`src/rtl/pwm_pkg.sv`:
```
package pwm_pkg;
  // register offsets (bytes)
  localparam int GRP_BASE   = 'h00;
  localparam int GRP_STRIDE = 4;
  localparam int EN_OFS     = 'h40;
  localparam int GATE_OFS   = 'h44;
  localparam int CH_BASE    = 'h80;
  localparam int CH_STRIDE  = 8;
  localparam int PER_OFS    = 4;
  // field positions
  localparam int SRC_BIT    = 4;
  localparam int POL_BIT    = 8;
  localparam int ENT_LSB    = 16;
endpackage

```
`src/rtl/pwm_regs.sv`:
```
module pwm_regs
  import pwm_pkg::*;
#(
  parameter int NCH    = 8,
  parameter int NGRP   = 4,
  parameter int PRE_W  = 8,
  parameter int CNT_W  = 16,
  parameter int EXP_W  = 4,
  parameter int ADDR_W = 8
) (
  input  logic                        clk,
  input  logic                        rst,
  input  logic                        wr_en,
  input  logic [ADDR_W-1:0]           addr,
  input  logic [31:0]                 wdata,
  output logic [31:0]                 rdata,
  output logic [NGRP-1:0]             grp_src,
  output logic [NGRP-1:0][EXP_W-1:0]  grp_exp,
  output logic [NCH-1:0]              ch_en,
  output logic [NCH-1:0]              ch_gate,
  output logic [NCH-1:0]              ch_pol,
  output logic [NCH-1:0][PRE_W-1:0]   ch_pre,
  output logic [NCH-1:0][CNT_W-1:0]   ch_ent,
  output logic [NCH-1:0][CNT_W-1:0]   ch_act
);
  logic [31:0] rd_nx;
  logic        unused_wdata;
  assign unused_wdata = ^wdata;

  always_ff @(posedge clk) begin
    if (rst) begin
      grp_src <= '0;
      grp_exp <= '0;
      ch_en   <= '0;
      ch_gate <= '0;
      ch_pol  <= '0;
      ch_pre  <= '0;
      ch_ent  <= '0;
      ch_act  <= '0;
    end else if (wr_en) begin
      if (addr == ADDR_W'(EN_OFS))   ch_en   <= wdata[NCH-1:0];
      if (addr == ADDR_W'(GATE_OFS)) ch_gate <= wdata[NCH-1:0];
      for (int p = 0; p < NGRP; p++) begin
        if (addr == ADDR_W'(GRP_BASE + GRP_STRIDE * p)) begin
          grp_exp[p] <= wdata[EXP_W-1:0];
          grp_src[p] <= wdata[SRC_BIT];
        end
      end
      for (int c = 0; c < NCH; c++) begin
        if (addr == ADDR_W'(CH_BASE + CH_STRIDE * c)) begin
          ch_pre[c] <= wdata[PRE_W-1:0];
          ch_pol[c] <= wdata[POL_BIT];
        end
        if (addr == ADDR_W'(CH_BASE + CH_STRIDE * c + PER_OFS)) begin
          ch_ent[c] <= wdata[ENT_LSB +: CNT_W];
          ch_act[c] <= wdata[CNT_W-1:0];
        end
      end
    end
  end

  always_comb begin
    rd_nx = '0;
    if (addr == ADDR_W'(EN_OFS))   rd_nx[NCH-1:0] = ch_en;
    if (addr == ADDR_W'(GATE_OFS)) rd_nx[NCH-1:0] = ch_gate;
    for (int p = 0; p < NGRP; p++) begin
      if (addr == ADDR_W'(GRP_BASE + GRP_STRIDE * p)) begin
        rd_nx[EXP_W-1:0] = grp_exp[p];
        rd_nx[SRC_BIT]   = grp_src[p];
      end
    end
    for (int c = 0; c < NCH; c++) begin
      if (addr == ADDR_W'(CH_BASE + CH_STRIDE * c)) begin
        rd_nx[PRE_W-1:0] = ch_pre[c];
        rd_nx[POL_BIT]   = ch_pol[c];
      end
      if (addr == ADDR_W'(CH_BASE + CH_STRIDE * c + PER_OFS)) begin
        rd_nx[ENT_LSB +: CNT_W] = ch_ent[c];
        rd_nx[CNT_W-1:0]        = ch_act[c];
      end
    end
  end

  always_ff @(posedge clk) begin
    if (rst) rdata <= '0;
    else     rdata <= rd_nx;
  end

  // an enable write lands in the enable register on the next cycle
  p_enable_write_r2: assert property (@(posedge clk) disable iff (rst)
    (wr_en && addr == ADDR_W'(EN_OFS)) |=> ch_en == $past(wdata[NCH-1:0]));
endmodule

```
`src/rtl/pwm_clkdiv.sv`:
```
module pwm_clkdiv #(
  parameter int EXP_W = 4,
  parameter int DIV_W = 16
) (
  input  logic             clk,
  input  logic             rst,
  input  logic             osc_tick,
  input  logic             bus_tick,
  input  logic             src_bus,
  input  logic [EXP_W-1:0] div_exp,
  output logic             div_tick
);
  logic             src_tick;
  logic [DIV_W-1:0] div_cnt;
  logic [DIV_W-1:0] div_mask;

  always_comb begin
    src_tick = src_bus ? bus_tick : osc_tick;
    div_mask = (DIV_W'(1) << div_exp) - DIV_W'(1);
  end

  assign div_tick = src_tick && ((div_cnt & div_mask) == div_mask);

  always_ff @(posedge clk) begin
    if (rst)           div_cnt <= '0;
    else if (src_tick) div_cnt <= div_cnt + DIV_W'(1);
  end

  // with M > 0 and unchanged settings, passed ticks are never back to back
  p_div_spacing_r3: assert property (@(posedge clk) disable iff (rst)
    (div_tick && div_exp != '0) ##1 ($stable(div_exp) && $stable(src_bus)) |-> !div_tick);
endmodule

```
`src/rtl/pwm_channel.sv`:
```
module pwm_channel #(
  parameter int PRE_W = 8,
  parameter int CNT_W = 16
) (
  input  logic             clk,
  input  logic             rst,
  input  logic             div_tick,
  input  logic             ch_en,
  input  logic             ch_gate,
  input  logic             ch_pol,
  input  logic [PRE_W-1:0] pre_k,
  input  logic [CNT_W-1:0] ent_cnt,
  input  logic [CNT_W-1:0] act_cnt,
  output logic             pwm_out,
  output logic             pwm_oe
);
  logic [PRE_W-1:0] pre_cnt;
  logic [CNT_W-1:0] per_cnt;
  logic             step;
  logic             in_active;

  assign step      = ch_en && ch_gate && div_tick;
  assign in_active = per_cnt < act_cnt;

  always_ff @(posedge clk) begin
    if (rst) begin
      pre_cnt <= '0;
      per_cnt <= '0;
      pwm_out <= 1'b0;
      pwm_oe  <= 1'b0;
    end else begin
      pwm_oe  <= ch_en;
      pwm_out <= ch_en && (in_active ? ch_pol : !ch_pol);
      if (!ch_en) begin
        pre_cnt <= '0;
        per_cnt <= '0;
      end else if (step) begin
        if (pre_cnt >= pre_k) begin
          pre_cnt <= '0;
          per_cnt <= (per_cnt >= ent_cnt) ? '0 : per_cnt + CNT_W'(1);
        end else begin
          pre_cnt <= pre_cnt + PRE_W'(1);
        end
      end
    end
  end

  // drive-enable follows the enable bit one cycle later
  p_oe_tracks_en_r9: assert property (@(posedge clk) disable iff (rst)
    ch_en |=> pwm_oe);
  // a disabled channel is quiet and its count sits at zero
  p_off_quiet_r9: assert property (@(posedge clk) disable iff (rst)
    !ch_en |=> (!pwm_oe && !pwm_out && per_cnt == '0));
  // below the prescale count the period counter does not move
  p_prescale_hold_r4: assert property (@(posedge clk) disable iff (rst)
    (step && pre_cnt < pre_k) |=> $stable(per_cnt));
  // after an advance the count never exceeds the entire count
  p_count_bound_r5: assert property (@(posedge clk) disable iff (rst)
    (step && pre_cnt >= pre_k) |=> per_cnt <= $past(ent_cnt));
  // gate cleared freezes both counters
  p_gate_freeze_r8: assert property (@(posedge clk) disable iff (rst)
    (ch_en && !ch_gate) |=> ($stable(per_cnt) && $stable(pre_cnt)));
  // active count beyond the period gives a constant active level
  p_full_duty_r6: assert property (@(posedge clk) disable iff (rst)
    (ch_en && act_cnt > ent_cnt && per_cnt <= ent_cnt) |=> pwm_out == $past(ch_pol));
  // zero active count gives a constant inactive level
  p_zero_duty_r6: assert property (@(posedge clk) disable iff (rst)
    (ch_en && act_cnt == '0) |=> pwm_out == !$past(ch_pol));
  // during the active phase the output shows the programmed level
  p_active_level_r7: assert property (@(posedge clk) disable iff (rst)
    (ch_en && in_active) |=> pwm_out == $past(ch_pol));
  // a count at or past a shrunken period wraps on its next advance
  p_shrink_wrap_r10: assert property (@(posedge clk) disable iff (rst)
    (step && pre_cnt >= pre_k && per_cnt >= ent_cnt) |=> per_cnt == '0);
endmodule

```
`src/rtl/pwm_pair_ctrl.sv`:
```
module pwm_pair_ctrl #(
  parameter int NCH    = 8,
  parameter int PRE_W  = 8,
  parameter int CNT_W  = 16,
  parameter int EXP_W  = 4,
  parameter int DIV_W  = 16,
  parameter int ADDR_W = 8
) (
  input  logic              clk,
  input  logic              rst,
  input  logic              osc_tick,
  input  logic              bus_tick,
  input  logic              wr_en,
  input  logic [ADDR_W-1:0] addr,
  input  logic [31:0]       wdata,
  output logic [31:0]       rdata,
  output logic [NCH-1:0]    pwm_out,
  output logic [NCH-1:0]    pwm_oe
);
  localparam int NGRP = (NCH + 1) / 2;

  logic [NGRP-1:0]            grp_src;
  logic [NGRP-1:0][EXP_W-1:0] grp_exp;
  logic [NGRP-1:0]            grp_tick;
  logic [NCH-1:0]             ch_en;
  logic [NCH-1:0]             ch_gate;
  logic [NCH-1:0]             ch_pol;
  logic [NCH-1:0][PRE_W-1:0]  ch_pre;
  logic [NCH-1:0][CNT_W-1:0]  ch_ent;
  logic [NCH-1:0][CNT_W-1:0]  ch_act;

  pwm_regs #(
    .NCH(NCH), .NGRP(NGRP), .PRE_W(PRE_W), .CNT_W(CNT_W),
    .EXP_W(EXP_W), .ADDR_W(ADDR_W)
  ) u_regs (
    .clk(clk), .rst(rst), .wr_en(wr_en), .addr(addr), .wdata(wdata),
    .rdata(rdata), .grp_src(grp_src), .grp_exp(grp_exp),
    .ch_en(ch_en), .ch_gate(ch_gate), .ch_pol(ch_pol),
    .ch_pre(ch_pre), .ch_ent(ch_ent), .ch_act(ch_act)
  );

  for (genvar p = 0; p < NGRP; p++) begin : g_grp
    pwm_clkdiv #(.EXP_W(EXP_W), .DIV_W(DIV_W)) u_div (
      .clk(clk), .rst(rst), .osc_tick(osc_tick), .bus_tick(bus_tick),
      .src_bus(grp_src[p]), .div_exp(grp_exp[p]), .div_tick(grp_tick[p])
    );
  end

  for (genvar c = 0; c < NCH; c++) begin : g_ch
    pwm_channel #(.PRE_W(PRE_W), .CNT_W(CNT_W)) u_ch (
      .clk(clk), .rst(rst), .div_tick(grp_tick[c/2]),
      .ch_en(ch_en[c]), .ch_gate(ch_gate[c]), .ch_pol(ch_pol[c]),
      .pre_k(ch_pre[c]), .ent_cnt(ch_ent[c]), .act_cnt(ch_act[c]),
      .pwm_out(pwm_out[c]), .pwm_oe(pwm_oe[c])
    );
  end

  // one cycle after reset every output is quiet and undriven
  p_reset_quiet_r1: assert property (@(posedge clk)
    rst |=> (pwm_oe == '0 && pwm_out == '0 && rdata == '0));
endmodule

```
`config.mk`:
```
export PLATFORM = sky130hd
export DESIGN_NAME = pwm_pair_ctrl
export DESIGN_NICKNAME = d
export VERILOG_FILES = /design/src/rtl/pwm_pkg.sv /design/src/rtl/pwm_regs.sv /design/src/rtl/pwm_clkdiv.sv /design/src/rtl/pwm_channel.sv /design/src/rtl/pwm_pair_ctrl.sv
export SDC_FILE = /design/constraint.sdc
export NUM_CORES = 2
export LEC_CHECK = 0
export CAP_MARGIN = 20
export CORE_MARGIN = 2
export CORE_UTILIZATION = 35
export DETAILED_ROUTE_END_ITERATION = 7
export HOLD_SLACK_MARGIN = 0.08
export PLACE_DENSITY = 0.62
export SYNTH_ARGS = -nofsm -noshare
export SYNTH_HDL_FRONTEND = slang
export SYNTH_HIERARCHICAL = 1
export SYNTH_SLANG_ARGS = --single-unit
```
`constraint.sdc`:
```
create_clock -name clk -period 3.2 [get_ports clk]
set_input_delay 0.32 -clock clk [delete_from_list [all_inputs] [get_ports clk]]
set_output_delay 0.32 -clock clk [all_outputs]
set_load 0.02 [all_outputs]
```
==> flow_metrics.py <==
metrics = {
    "detailed_routing": {
        "routed-wl-met2_um": 57500,
        "met1Wirelength_um": 61100,
        "wl_um": 137000,
        "routed_via_density": 5.57,
        "drtAntennaViolNets": 0,
        "wl_per_cell_um": 21.0,
        "drt-pass1-iter-count": 7,
        "via_count": 36289,
        "drt_iter0_markers": 4392,
        "top_layer_used": "met5",
        "wl_met3_um": 11000,
        "drc": 0,
    },
    "critical_path": {
        "cp_slowest_stage_delay_ns": 0.38,
        "slowest_stage": "or3_1",
        "crit_chain": "nor2_4 -> nand3b_1 -> ha_4 -> buf_4 -> or3_1 -> a211o_1 -> o2111ai_1 -> nor4_2 -> buf_4 -> and3_1 -> buf_12 -> and2_1 -> a21o_1 -> buf_4 -> a311oi_2",
        "arrival_ns": 3.64,
        "critPathCaptureType": "register",
        "path_common_cell": "buf_4",
        "worst_ep_required_time_ns": 3.78,
        "crit_type": "register to register",
        "crit_fanout": 7,
        "setup.worst_path.start_class": "register",
    },
    "clocking": {
        "clk_pin_slew_ns": 0.06,
        "root_buffer": "clkbuf_16",
        "h-tree-depth": 3,
        "ctsHoldBuffers": 0,
        "cts.sinks": 664,
        "ctsLongestPathBuffers": 3,
        "cts_buffers": 77,
        "tritoncts": "built",
        "worst_skew_pair.late_latency_ns": 0.66,
    },
    "timing": {
        "relSlewSlack_pct": 36.7,
        "tightest_slew_ns": 0.946,
        "fin_tns_setup_ns": 0,
        "setup_ws_ns": 0.142,
        "hold_viol_final": 0,
        "fin_skew_ns": 0.0549,
        "period_share_pct": 95.6,
        "rsz0062_at_grt": "true",
        "fmax_mhz": 327,
        "setup_violations": 0,
        "finalCriticalPeriod_ns": 3.06,
        "slew_violations": 0,
    },
    "pwr": {
        "peakVddDrop_mv": 0.315,
        "power_density_mw_per_mm2": 413,
        "p_leak_nw": 16.5,
        "combinationalPowerShare_pct": 4.4,
        "p_int_mw": 14.2,
        "swShare_pct": 23.8,
        "power_frac_seq_pct": 44.6,
        "p_sw_mw": 4.42,
        "p_clk_share_pct": 51.0,
    },
    "synthesis": {
        "synth-async-reset-ratio_pct": 0,
        "yosysUniqueCellTypes": 86,
        "synth_area_per_cell_um2": 7.85,
        "synth.net_count": 5240,
        "yosysSeqAreaShare_pct": 34.8,
        "synth_area_leaders": "dfxtp_1 (35%), ha_1 (11%), nand2_1 (8.9%), a21oi_1 (7.4%), inv_1 (3.4%)",
        "ys_ff_latch": 664,
        "syn_area_mm2": 0.0382,
        "ys.flop_type": "dfxtp_1",
        "syn-instance-count": 4859,
        "synth_edf_count": 0,
        "yosysWarnings": 6,
        "synth_top_area_share_pct": 34.8,
        "synth_top_area_cell": "dfxtp_1",
    },
    "global_routing": {
        "grt_max_degree": 103,
        "grt_use_total_pct": 23.8,
        "grt_pass1_wl_um": 206000,
        "grt_pass1_vias": 33127,
        "grt_overflow_total": 0,
        "grt_antenna_before_repair": 4,
    },
    "die": {
        "die_w_um": 334,
        "num_io_pins": 93,
        "die_area_mm2": 0.112,
        "die_y_um": 334,
        "start_util_pct": 35.1,
        "rows": 121,
        "core_area_mm2": 0.109,
    },
    "cells_and_area": {
        "final_cell_mix": "nand2_1 (902), dfxtp_1 (659), a21oi_1 (563), inv_1 (348), nor2_1 (339)",
        "fillers": 10809,
        "multi_input_area_mm2": 0.0224,
        "drive_above_1_share_pct": 10.6,
        "areaGrowthSynthToFinish_pct": 18.1,
        "finalNetCount": 5424,
        "seq_area_mm2": 0.0133,
        "final_common_cell": "nand2_1",
    },
    "placed_design": {
        "post-place-ws_ns": -0.111,
        "portBuffers": 92,
        "gp_congestion": 1.01,
        "dpl.hpwl_um": 102000,
    },
    "outcome": {
        "status": "finished, final reports clean",
    },
    "hold_path": {
        "holdCritPathClass": "input pin to register",
    },
    "job": {
        "max_cap_violations": 0,
    },
}
-- cell type report --
cell class              instances  area share (%)
well taps                    1414            3.93
repair buffers                385            7.95
multi-input cells            3566            49.7
flip-flops and latches        664            29.5
clock inverters                31            1.09
diodes                          3          0.0167
clock buffers                 107            4.91
inverters                     349            2.91
-- stage by stage --
step | cells | util (%) | total power [mW] | instance area (um^2) | hold WS [ns]
finish | 6519 | 41.5 | 18.6 | 45000 | 0.107
global route | 6516 | 41.5 | 19.1 | 45000 | 0.113
CTS | 6506 | 41.2 | 18.7 | 44800 | 0.113
detailed placement | 6368 | 38.7 | 9.28 | 42000 | 0.462
global placement | 6368 | 38.7 | 9.28 | 42000 | 0.457
floorplan | 4859 | - | 8.90 | 38200 | 0.441
-- what timing repair did --
item | in CTS | in global routing
setup buffers | 0 | 10
pin swaps | 0 | 25
resized for setup | 3 | 49
endpoints found under the setup margin | 42 | 183
-- critical path: cells and delay by family, from the launching register on --
| kind | cells | cell delay, ns |
|---|---|---|
| AOI/OAI and AO/OA | 4 | 0.77 |
| and+or+nand+nor | 6 | 1.08 |
| buffers and inverters | 4 | 0.59 |
| DFF | 1 | 0.33 |
| adders and majority gates | 1 | 0.22 |
-- per-layer routing --
metal,vias up,track usage (%)
met5,-,0
met4,6,11.2
met3,331,3.60
met2,1577,35.2
met1,17146,33.7
li1,17229,-
-- synth_stat cells (all sizes together), types with 49 or more instances --
cell type and n:
nand3 131, nand2 906, clkbuf 145, and3 89
nor2 361, a21o 60, inv 348, nand4 114
dfxtp 664, o21ai 152, xor2 128, a21oi 564
buf 135, ha 336, xnor2 60, a222oi 49
nand2b 53, or3 56
-- kinds of logic after synthesis --
group / count (synthesis) / synth area share (%)
mux: 45 / 1.25
simple gates: 1897 / 23.5
compound gates: 1100 / 17.9
flops: 664 / 34.8
buf+inv: 629 / 7.17
fa+ha+maj: 336 / 11.0
xor+xnor: 188 / 4.32
-- final timing paths --
check / cells past startpoint / from / to / slack, ns
min reg2reg: 2 / u_regs/ch_ent[8] / u_regs/ch_ent[8] / 0.47
max reg2reg: 15 / u_regs/grp_exp[10] / g_ch[4].u_ch/per_cnt[5] / 0.14
max: 15 / u_regs/grp_exp[10] / g_ch[4].u_ch/per_cnt[5] / 0.14
min: 2 / rst / g_grp[2].u_div/div_cnt[12] / 0.11
-- state kept, by name, summed over array words and instances (netlist names) --
name,count
g_ch.u_ch/pwm_oe,8
u_regs/ch_act,128
u_regs/ch_gate,8
g_ch.u_ch/pre_cnt,64
u_regs/grp_exp,16
g_grp.u_div/div_cnt,60
g_ch.u_ch/per_cnt,128
u_regs/rdata,32
u_regs/ch_ent,128
u_regs/ch_en,8
u_regs/ch_pre,64
u_regs/grp_src,4
g_ch.u_ch/pwm_out,8
u_regs/ch_pol,8
-- power groups by stage --
stage | registers (mW) | clock network, mW | logic, mW
finish | 8.31 | 9.49 | 0.813
global route | 8.31 | 9.98 | 0.836
CTS | 8.31 | 9.62 | 0.784
detailed placement | 8.50 | 0 | 0.781
global placement | 8.50 | 0 | 0.782
floorplan | 8.49 | 0 | 0.411
(Power assumes the default switching activity.)
